**config.mk**
```make
export PLATFORM = sky130hd
export DESIGN_NAME = ist_irq_status
export DESIGN_NICKNAME = d
export VERILOG_FILES = /design/src/rtl/ist_pkg.sv /design/src/rtl/ist_decode.sv /design/src/rtl/ist_src_bit.sv /design/src/rtl/ist_err_capture.sv /design/src/rtl/ist_irq_status.sv
export SDC_FILE = /design/constraint.sdc
export NUM_CORES = 1
export LEC_CHECK = 0
export BUFFER_PORTS_ARGS = -buffer_cell sky130_fd_sc_hd__buf_4
export CORE_ASPECT_RATIO = 0.7
export CORE_MARGIN = 10
export CORE_UTILIZATION = 48
export CTS_CLUSTER_DIAMETER = 60
export CTS_CLUSTER_SIZE = 12
export DETAILED_ROUTE_END_ITERATION = 10
export HOLD_SLACK_MARGIN = 0.1
export PLACE_DENSITY = 0.79
export SYNTH_ARGS = -nofsm -noshare
export SYNTH_HDL_FRONTEND = slang
export SYNTH_SLANG_ARGS = --single-unit
```
**constraint.sdc**
```tcl
create_clock -name clk -period 1.9 [get_ports clk]
set_clock_uncertainty 0.2 [all_clocks]
set_input_delay 0.19 -clock clk [delete_from_list [all_inputs] [get_ports clk]]
set_output_delay 0.19 -clock clk [all_outputs]
set_load 0.02 [all_outputs]
```
**src/rtl/ist_pkg.sv**
```systemverilog
package ist_pkg;

    localparam int NSRC       = 2;
    localparam int SRC_CHAN   = 0;
    localparam int SRC_BUSERR = 1;

    localparam int OFF_ERR_LO = 0;
    localparam int OFF_ERR_HI = 1;
    localparam int OFF_PEND   = 3;
    localparam int OFF_EN_SET = 5;
    localparam int OFF_EN_CLR = 7;

    localparam int BUSY_BIT   = 7;

    typedef logic [NSRC-1:0] src_vec_t;

    typedef enum logic [2:0] {
        RSEL_NONE,
        RSEL_ERR_LO,
        RSEL_ERR_HI,
        RSEL_PEND,
        RSEL_EN
    } rsel_e;

    typedef struct packed {
        logic     wr_pend;
        logic     wr_en_set;
        logic     wr_en_clr;
        src_vec_t wmask;
        rsel_e    rsel;
    } reg_op_t;

    function automatic rsel_e offset_to_rsel(input int unsigned off);
        case (off)
            OFF_ERR_LO: return RSEL_ERR_LO;
            OFF_ERR_HI: return RSEL_ERR_HI;
            OFF_PEND:   return RSEL_PEND;
            OFF_EN_SET,
            OFF_EN_CLR: return RSEL_EN;
            default:    return RSEL_NONE;
        endcase
    endfunction

endpackage

```
**src/rtl/ist_decode.sv**
```systemverilog
module ist_decode
    import ist_pkg::*;
#(
    parameter int ADDR_W = 3
) (
    input  logic [ADDR_W-1:0] reg_addr,
    input  logic              reg_wr,
    input  src_vec_t          wbits,
    output reg_op_t           op
);
    int unsigned off;

    always_comb begin
        off          = int'(reg_addr);
        op.rsel      = offset_to_rsel(off);
        op.wmask     = wbits;
        op.wr_pend   = reg_wr && (off == OFF_PEND);
        op.wr_en_set = reg_wr && (off == OFF_EN_SET);
        op.wr_en_clr = reg_wr && (off == OFF_EN_CLR);
    end
endmodule

```
**src/rtl/ist_src_bit.sv**
```systemverilog
module ist_src_bit (
    input  logic clk,
    input  logic rst,
    input  logic evt,
    input  logic clr,
    output logic pend
);
    always_ff @(posedge clk) begin
        if (rst) pend <= 1'b0;
        else     pend <= (pend & ~clr) | evt;
    end
endmodule

```
**src/rtl/ist_err_capture.sv**
```systemverilog
module ist_err_capture #(
    parameter int AW = 64
) (
    input  logic          clk,
    input  logic          rst,
    input  logic          err_evt,
    input  logic          err_pend,
    input  logic          err_clr,
    input  logic [AW-1:0] err_addr_in,
    output logic [AW-1:0] err_addr_q
);
    logic held;
    assign held = err_pend & ~err_clr;

    always_ff @(posedge clk) begin
        if (rst)                  err_addr_q <= '0;
        else if (err_evt && !held) err_addr_q <= err_addr_in;
    end
endmodule

```
**src/rtl/ist_irq_status.sv**
```systemverilog
module ist_irq_status
    import ist_pkg::*;
#(
    parameter int ADDR_W = 3,
    parameter int DATA_W = 32
) (
    input  logic                clk,
    input  logic                rst,
    input  logic [ADDR_W-1:0]   reg_addr,
    input  logic                reg_wr,
    input  logic [DATA_W-1:0]   reg_wdata,
    output logic [DATA_W-1:0]   reg_rdata,
    input  logic                chan_irq_evt,
    input  logic                bus_err_evt,
    input  logic [2*DATA_W-1:0] bus_err_addr,
    input  logic                dev_stat_rd,
    input  logic [7:0]          dev_stat,
    output logic                host_irq
);
    localparam int ERR_W = 2 * DATA_W;

    reg_op_t          op;
    src_vec_t         evt_vec;
    src_vec_t         clr_vec;
    src_vec_t         pend_q;
    src_vec_t         en_q;
    logic             idle_read;
    logic [ERR_W-1:0] err_q;
    logic             unused_bits;

    assign unused_bits = ^{reg_wdata[DATA_W-1:NSRC], dev_stat[BUSY_BIT-1:0]};

    ist_decode #(.ADDR_W(ADDR_W)) u_dec (
        .reg_addr (reg_addr),
        .reg_wr   (reg_wr),
        .wbits    (reg_wdata[NSRC-1:0]),
        .op       (op)
    );

    assign idle_read = dev_stat_rd & ~dev_stat[BUSY_BIT];

    always_comb begin
        evt_vec             = '0;
        evt_vec[SRC_CHAN]   = chan_irq_evt;
        evt_vec[SRC_BUSERR] = bus_err_evt;
        clr_vec             = (op.wr_pend ? op.wmask : '0) | {NSRC{idle_read}};
    end

    for (genvar g = 0; g < NSRC; g++) begin : g_src
        ist_src_bit u_bit (
            .clk  (clk),
            .rst  (rst),
            .evt  (evt_vec[g]),
            .clr  (clr_vec[g]),
            .pend (pend_q[g])
        );
    end

    always_ff @(posedge clk) begin
        if (rst)               en_q <= '0;
        else if (op.wr_en_set) en_q <= en_q | op.wmask;
        else if (op.wr_en_clr) en_q <= en_q & ~op.wmask;
    end

    ist_err_capture #(.AW(ERR_W)) u_cap (
        .clk         (clk),
        .rst         (rst),
        .err_evt     (bus_err_evt),
        .err_pend    (pend_q[SRC_BUSERR]),
        .err_clr     (clr_vec[SRC_BUSERR]),
        .err_addr_in (bus_err_addr),
        .err_addr_q  (err_q)
    );

    always_comb begin
        reg_rdata = '0;
        case (op.rsel)
            RSEL_ERR_LO: reg_rdata = err_q[DATA_W-1:0];
            RSEL_ERR_HI: reg_rdata = err_q[ERR_W-1:DATA_W];
            RSEL_PEND:   reg_rdata[NSRC-1:0] = pend_q;
            RSEL_EN:     reg_rdata[NSRC-1:0] = en_q;
            default:     reg_rdata = '0;
        endcase
    end

    assign host_irq = |(pend_q & en_q);

endmodule

```
==> run metrics, run 1 <==
outcome finished, final reports clean; part of the total power dissipated in the clock network 0.350; number of buffers inserted during clock tree synthesis 9; switching power as a share of total power 0.245; filler-free cell count of the finished design slightly above 600; critical hold path startpoint rst; post-placement setup slack 0.115 ns; net switching power approximately 840 uW; P_leak 0.00240 uW; Total GRT Usage 0.172; n_diodes 0; type of element launching the critical path primary input; final-layout setup total negative slack 0 ns; Final HPWL DP 5740 um; number of clock sinks seen by CTS between 60 and 70; number of nets in the synthesized netlist approximately 460; die width roughly 120 um; post-route minimum period 1.86 ns; die outline area between 10,000 and 15,000 sq um; number of placement rows 25; clock-pin slew reported for the worst setup and hold paths after clock tree synthesis about 0.070 ns; Remaining Overflow, GRT 0; vias in the first global route 3,209; logic gate share of total power 0.191; cell occurring most often along the worst timing path dlygate4sd3_1; transition time at the pin with the least slew margin between 0.3 and 0.4 ns; RePlAce Congestion just under 0.8; net total in the final layout ~630; R2R Path End u_cap.err_addr_q[29]; normalized max-slew margin 0.751; post-synthesis to final-layout area growth 49.0%; clock insertion delay at the later pin of the skew report between 0.3 and 0.4 ns; unrepaired setup endpoints after global routing false; Final Cycle Share 0.980; flops & latches, synth 68; Initial Utilization 0.505; Detailed Routing Iterations Pass 1 4; post_cts resized 0; Die Height 91.4 um; cell chain of the critical path buf_4 -> dlygate4sd3_1 -> and4_2 -> dlygate4sd3_1 -> a211oi_1; maximum vdd drop approximately 0.40 mV; largest stage delay on the critical path between 0.5 and 0.6 ns; Worst Hold Class primary input to flip-flop; antenna violations before repair 0; total setup violations reported at the end of the flow 0; number of max-slew violations in the final report 0; Routed WL per cell 15.5 um; cell internal pwr 2590 uW; number of H-tree levels 3; number of placed I/O pins approximately 150; cell taking the most area after synthesis dfxtp_1; total number of vias 2,994; number of max-cap violations 0; power density over cell area 660 nW/um^2; CTS tree done; Placeable Area about 6900 sq um; WP depth 5; CP Launch Point reg_wr; library cell contributing the largest single delay on the critical path dlygate4sd3_1; endpoints failing hold 0; layout cell share with drive strength beyond 1 0.261; Cell variety after synth 22; data arrival time of the worst path roughly 1.9 ns; worst-case reg-to-reg path depth 3; post-detailed-route via-to-cell ratio approximately 4.9; Post-Place Cells around 530; post-synthesis average cell area 10.0 sq um; required time at the endpoint of the critical path between 1.5 and 2 ns; Cells after Synth roughly 350; DR DRC count 0; deepest clock path buffer count 2; number of nets still failing antenna checks after routing 0; total cell area at the placement stage roughly 4300 sq um; Buffers & Inverters on Critical Path 3; synthesized cell area 3490 sq um; sequential cell fraction of total power 0.458; biggest fanout along the worst timing path 3; library cell used as clock root buffer clkbuf_8; final standard cell area without fillers approximately 5200 sq um; kind of critical path primary input to flip-flop; type of element capturing the critical path flip-flop; Reg2Reg Launch Point g_src[1].u_bit.pend; Iter 0 DRT Violations 196; most area-consuming cells after synthesis dfxtp_1 39%, nand2b_1 23%, mux2i_1 19%, a22o_1 8.0%, buf_12 4.0%; minimum setup slack among reg-to-reg paths around 0.38 ns; max frequency ~540 MHz; Port Buf Inserts 108; first-pass GRT wire length ~16,000 um; total wire length after detailed routing approximately 9600 um; synthesis warning total 0; sequential-to-total area share from yosys stat 0.390; Crit path max-delay family buffers and inverters; pin count of the biggest net entering global routing between 100 and 150; top cell type's share of synthesized area 0.390; setup slack of the critical path after layout about 0.038 ns
-- metal layers --
layer	part of all wire	vias up	global-route usage
met3	0.082	10	0.0656
li1	-	1514	-
met2	0.47	93	0.287
met1	0.44	1377	0.201
met5	0	-	0
met4	0.0098	0	0.0426
-- cells in the final DEF (no fill, tap or decap) --
cell	count
inv_1	1
mux2i_1	66
nand2_1	2
clkinv_2	2
bufinv_16	1
and4b_1	1
a211oi_1	2
and4_2	2
nor3b_2	1
clkbuf_8	11
dfxtp_1	68
clkinvlp_4	1
nand2_2	1
a22o_1	32
nor3_2	1
o21ai_0	2
nor2_1	5
dlygate4sd3_1	72
buf_4	112
nand3_1	1
clkbuf_1	1
buf_12	3
a31o_4	1
a31oi_1	3
nand2b_1	129
-- power by group through the flow --
stage / logic [uW] / registers (uW) / clock network [uW]
after floorplan: 363 / 1590 / 0
after CTS: 654 / 1570 / 1230
final: 658 / 1570 / 1200
after global placement: 521 / 1600 / 0
after detailed placement: 532 / 1610 / 0
after global routing: 714 / 1590 / 1290
-- layout make-up --
class	count	area [sq um]
well taps	94	118
clock inverters	4	47.5
repair buffers	187	1620
fillers	467	1710
inverters	1	3.75
multi-input cells	249	1900
flip-flops and latches	68	1360
clock buffers	12	155
-- synth_stat cells --
cell,number
nor3_1,1
nand3_1,1
buf_12,7
dfxtp_1,68
and4_2,2
nand2_2,1
mux2i_1,66
nor2_1,5
buf_4,1
nor3b_1,1
a211oi_1,2
clkbuf_1,20
buf_2,1
a31oi_1,3
buf_6,1
a22o_1,32
a31o_4,1
o21ai_0,2
nand2b_1,129
and4b_1,1
nand2_1,2
inv_1,1
-- how the worst min path moves through the flow --
stage,endpoint,slack [ns],cells after the start
after floorplan,g_src[0].u_bit.pend,0.11,2
after global routing,flip-flop,0.20,4
after CTS,g_src[1].u_bit.pend,0.16,3
after detailed placement,g_src[0].u_bit.pend,0.21,3
final,g_src[0].u_bit.pend,0.19,3
after global placement,g_src[0].u_bit.pend,0.20,3
-- worst register-to-register path: cells and delay by family, from the launching register on --
kind / cells / cell delay (ns)
buf+inv: 1 / 0.26
flops: 1 / 0.40
compound gates: 1 / 0.32
mux: 1 / 0.25
-- stage by stage --
stage	total power (uW)	hold WS (ns)	util
after floorplan	1960	0.108	-
after global placement	2120	0.197	0.620
after detailed placement	2140	0.206	0.620
after CTS	3460	0.156	0.753
after global routing	3590	0.202	0.753
final	3440	0.186	0.753
-- logic make-up after synthesis --
kind of cell | after synthesis | share of synthesized area
muxes | 66 | 0.189
DFF | 68 | 0.390
AOI/OAI and AO/OA | 40 | 0.0978
buffers and inverters | 31 | 0.0695
and+or+nand+nor | 143 | 0.254
-- state kept, by name, summed over array words and instances (netlist names), named ones only --
| name | cells |
|---|---|
| u_cap.err_addr_q | 64 |
| g_src.u_bit.pend | 2 |
-- repair_timing --
item                                   CTS  global route
hold buffers                            72             0
setup buffers                            0             0
endpoints found under the hold margin   68             0
Note: power is estimated with default switching activity, not from simulation.
==> run 2: changes to the inputs <==
BUFFER_PORTS_ARGS = -buffer_cell sky130_fd_sc_hd__buf_2   (was -buffer_cell sky130_fd_sc_hd__buf_4)
==> run 2 against run 1 <==
Non-clock buffer count is the same. Largest cell class unchanged. Sequential power is essentially flat. Design area shrank 5.4%. Register-to-register slack is essentially flat. Power shrank 0.17%. Clock power grew 5%.
==> run metrics, run 2 (same netlist as run 1, synthesis figures left out) <==
RePlAce Congestion 0.815; Total GRT Usage 0.175; DR DRC count 0; total setup violations reported at the end of the flow 0; clock-pin slew reported for the worst setup and hold paths after clock tree synthesis around 0.07 ns; Detailed Routing Iterations Pass 1 4; post_cts resized 0; total cell area at the placement stage 4000 sq um; cell internal pwr approximately 2600 uW; number of nets still failing antenna checks after routing 0; library cell used as clock root buffer clkbuf_8; Initial Utilization 0.505; Filler Cell Count 516; P_leak ~0.0023 uW; vias in the first global route around 3,200; clock insertion delay at the later pin of the skew report 0.34 ns; data arrival time of the worst path ~1.9 ns; area of the multi-input gates 1900 sq um; final-layout setup total negative slack 0 ns; number of max-slew violations in the final report 0; number of max-cap violations 0; Worst Hold Class primary input to flip-flop; outcome finished, final reports clean; total number of vias approximately 3,000; flip-flop count of the largest register after layout between 60 and 70; post-route minimum period ~1.8 ns; sequential cell fraction of total power 0.459; antenna violations before repair 0; post-detailed-route via-to-cell ratio between 4 and 5; area taken by flip-flops and latches around 1400 sq um; CP Launch Point reg_wdata[0]; cell occurring most often along the worst timing path dlygate4sd3_1; die width ~120 um; Iter 0 DRT Violations 213; number of placement rows 25; maximum vdd drop roughly 0.40 mV; max frequency ~550 MHz; transition time at the pin with the least slew margin between 0.4 and 0.5 ns; logic gate share of total power 0.174; number of clock sinks seen by CTS about 70; pin count of the biggest net entering global routing roughly 130; deepest clock path buffer count 2; critical hold path startpoint rst; number of placed I/O pins about 150; power density over cell area 696 nW/um^2; cell chain of the critical path dlygate4sd3_1 -> buf_2 -> and4_2 -> dlygate4sd3_1 -> a211oi_1; most common cell after layout, fill and taps aside nand2b_1; layout cell share with drive strength beyond 1 0.260; total wire length after detailed routing just under 10,000 um; Placeable Area between 6000 and 7000 sq um; endpoints failing hold 0; Reg2Reg Launch Point g_src[1].u_bit.pend; biggest fanout along the worst timing path 2; die outline area 11,100 sq um; Final Cycle Share 0.955; kind of critical path primary input to flip-flop; required time at the endpoint of the critical path about 2.0 ns; switching power as a share of total power 0.245; CTS tree done; normalized max-slew margin 0.686; Remaining Overflow, GRT 0; number of buffers inserted during clock tree synthesis 9; Routed WL per cell 15.6 um; Die Height about 90 um; commonest cells after routing, fill and taps aside 129 x nand2b_1, 108 x buf_2, 72 x dlygate4sd3_1; net switching power about 840 uW; Final HPWL DP 5800 um; part of the total power dissipated in the clock network 0.366; unrepaired setup endpoints after global routing false; largest stage delay on the critical path about 0.55 ns; type of element launching the critical path primary input; n_diodes 0; net total in the final layout 629; post-synthesis to final-layout area growth 41.0%; library cell contributing the largest single delay on the critical path dlygate4sd3_1; number of H-tree levels 3; final standard cell area without fillers slightly below 5000 sq um; Port Buf Inserts around 110; type of element capturing the critical path flip-flop; largest registers u_cap.err_addr_q: 64 flops, g_src.u_bit.pend: 2 flops; top register by number of flip-flops u_cap.err_addr_q; first-pass GRT wire length about 16,000 um
[run 2: cell types whose count changed in the layout (fill, tap and decap cells not counted)]
| cell | delta |
|---|---|
| buf_12 | -1 |
| bufinv_16 | +1 |
| buf_2 | +108 |
| clkbuf_8 | -2 |
| buf_4 | -107 |
[run 2: path summary, 6_finish.rpt]
check                              end  slack [ns]  cells after the start
setup / recovery             flip-flop        0.09                      5
hold / removal     g_src[1].u_bit.pend        0.18                      3
setup reg to reg   u_cap.err_addr_q[0]        0.37                      3
hold reg to reg   u_cap.err_addr_q[61]        0.28                      2
[run 2: power by group through the flow]
stage	clock network [uW]	logic, uW	registers [uW]
2_1_floorplan	0	363	1590
3_3_place_gp	0	460	1600
4_1_cts	1290	589	1580
3_5_place_dp	0	473	1610
5_1_grt	1350	654	1590
6_report	1260	598	1580
[run 2: final cells by class]
type	count	share of cell area
clock buffer	10	0.0259
clock inverter	5	0.0157
inverter	1	0.000762
multi-input combinational	249	0.386
sequential	68	0.276
tap	94	0.0239
timing repair buffer	187	0.272
[run 2: stage by stage]
stage          hold slack (ns)  std cells  setup WS, ns  power [uW]   util
5_1_grt                  0.188        614        0.0289        3590  0.713
3_5_place_dp             0.206        527         0.103        2080  0.579
6_report                 0.179        614        0.0858        3430  0.713
2_1_floorplan            0.108        348         0.266        1960      -
4_1_cts                  0.149        614         0.119        3450  0.713
3_3_place_gp             0.197        527         0.174        2060  0.579
[run 2: worst max-delay path, delay by kind of cell]
kind                   cells  cell delay [ns]
buffers and inverters      3             1.19
AO/OA/AOI/OAI              1             0.25
AND/OR/NAND/NOR            1             0.23
[run 2: what timing repair did]
action,4_1_cts,5_1_grt
buffers inserted,0,0
hold endpoints to repair,68,0
hold buffers,72,0
[run 2: routing by layer]
metal	vias up	track usage	routed length [um]
met1	1379	0.209	4270
met3	15	0.0569	681
met5	-	0	0
met4	0	0.0554	150
li1	1517	-	-
met2	91	0.290	4500
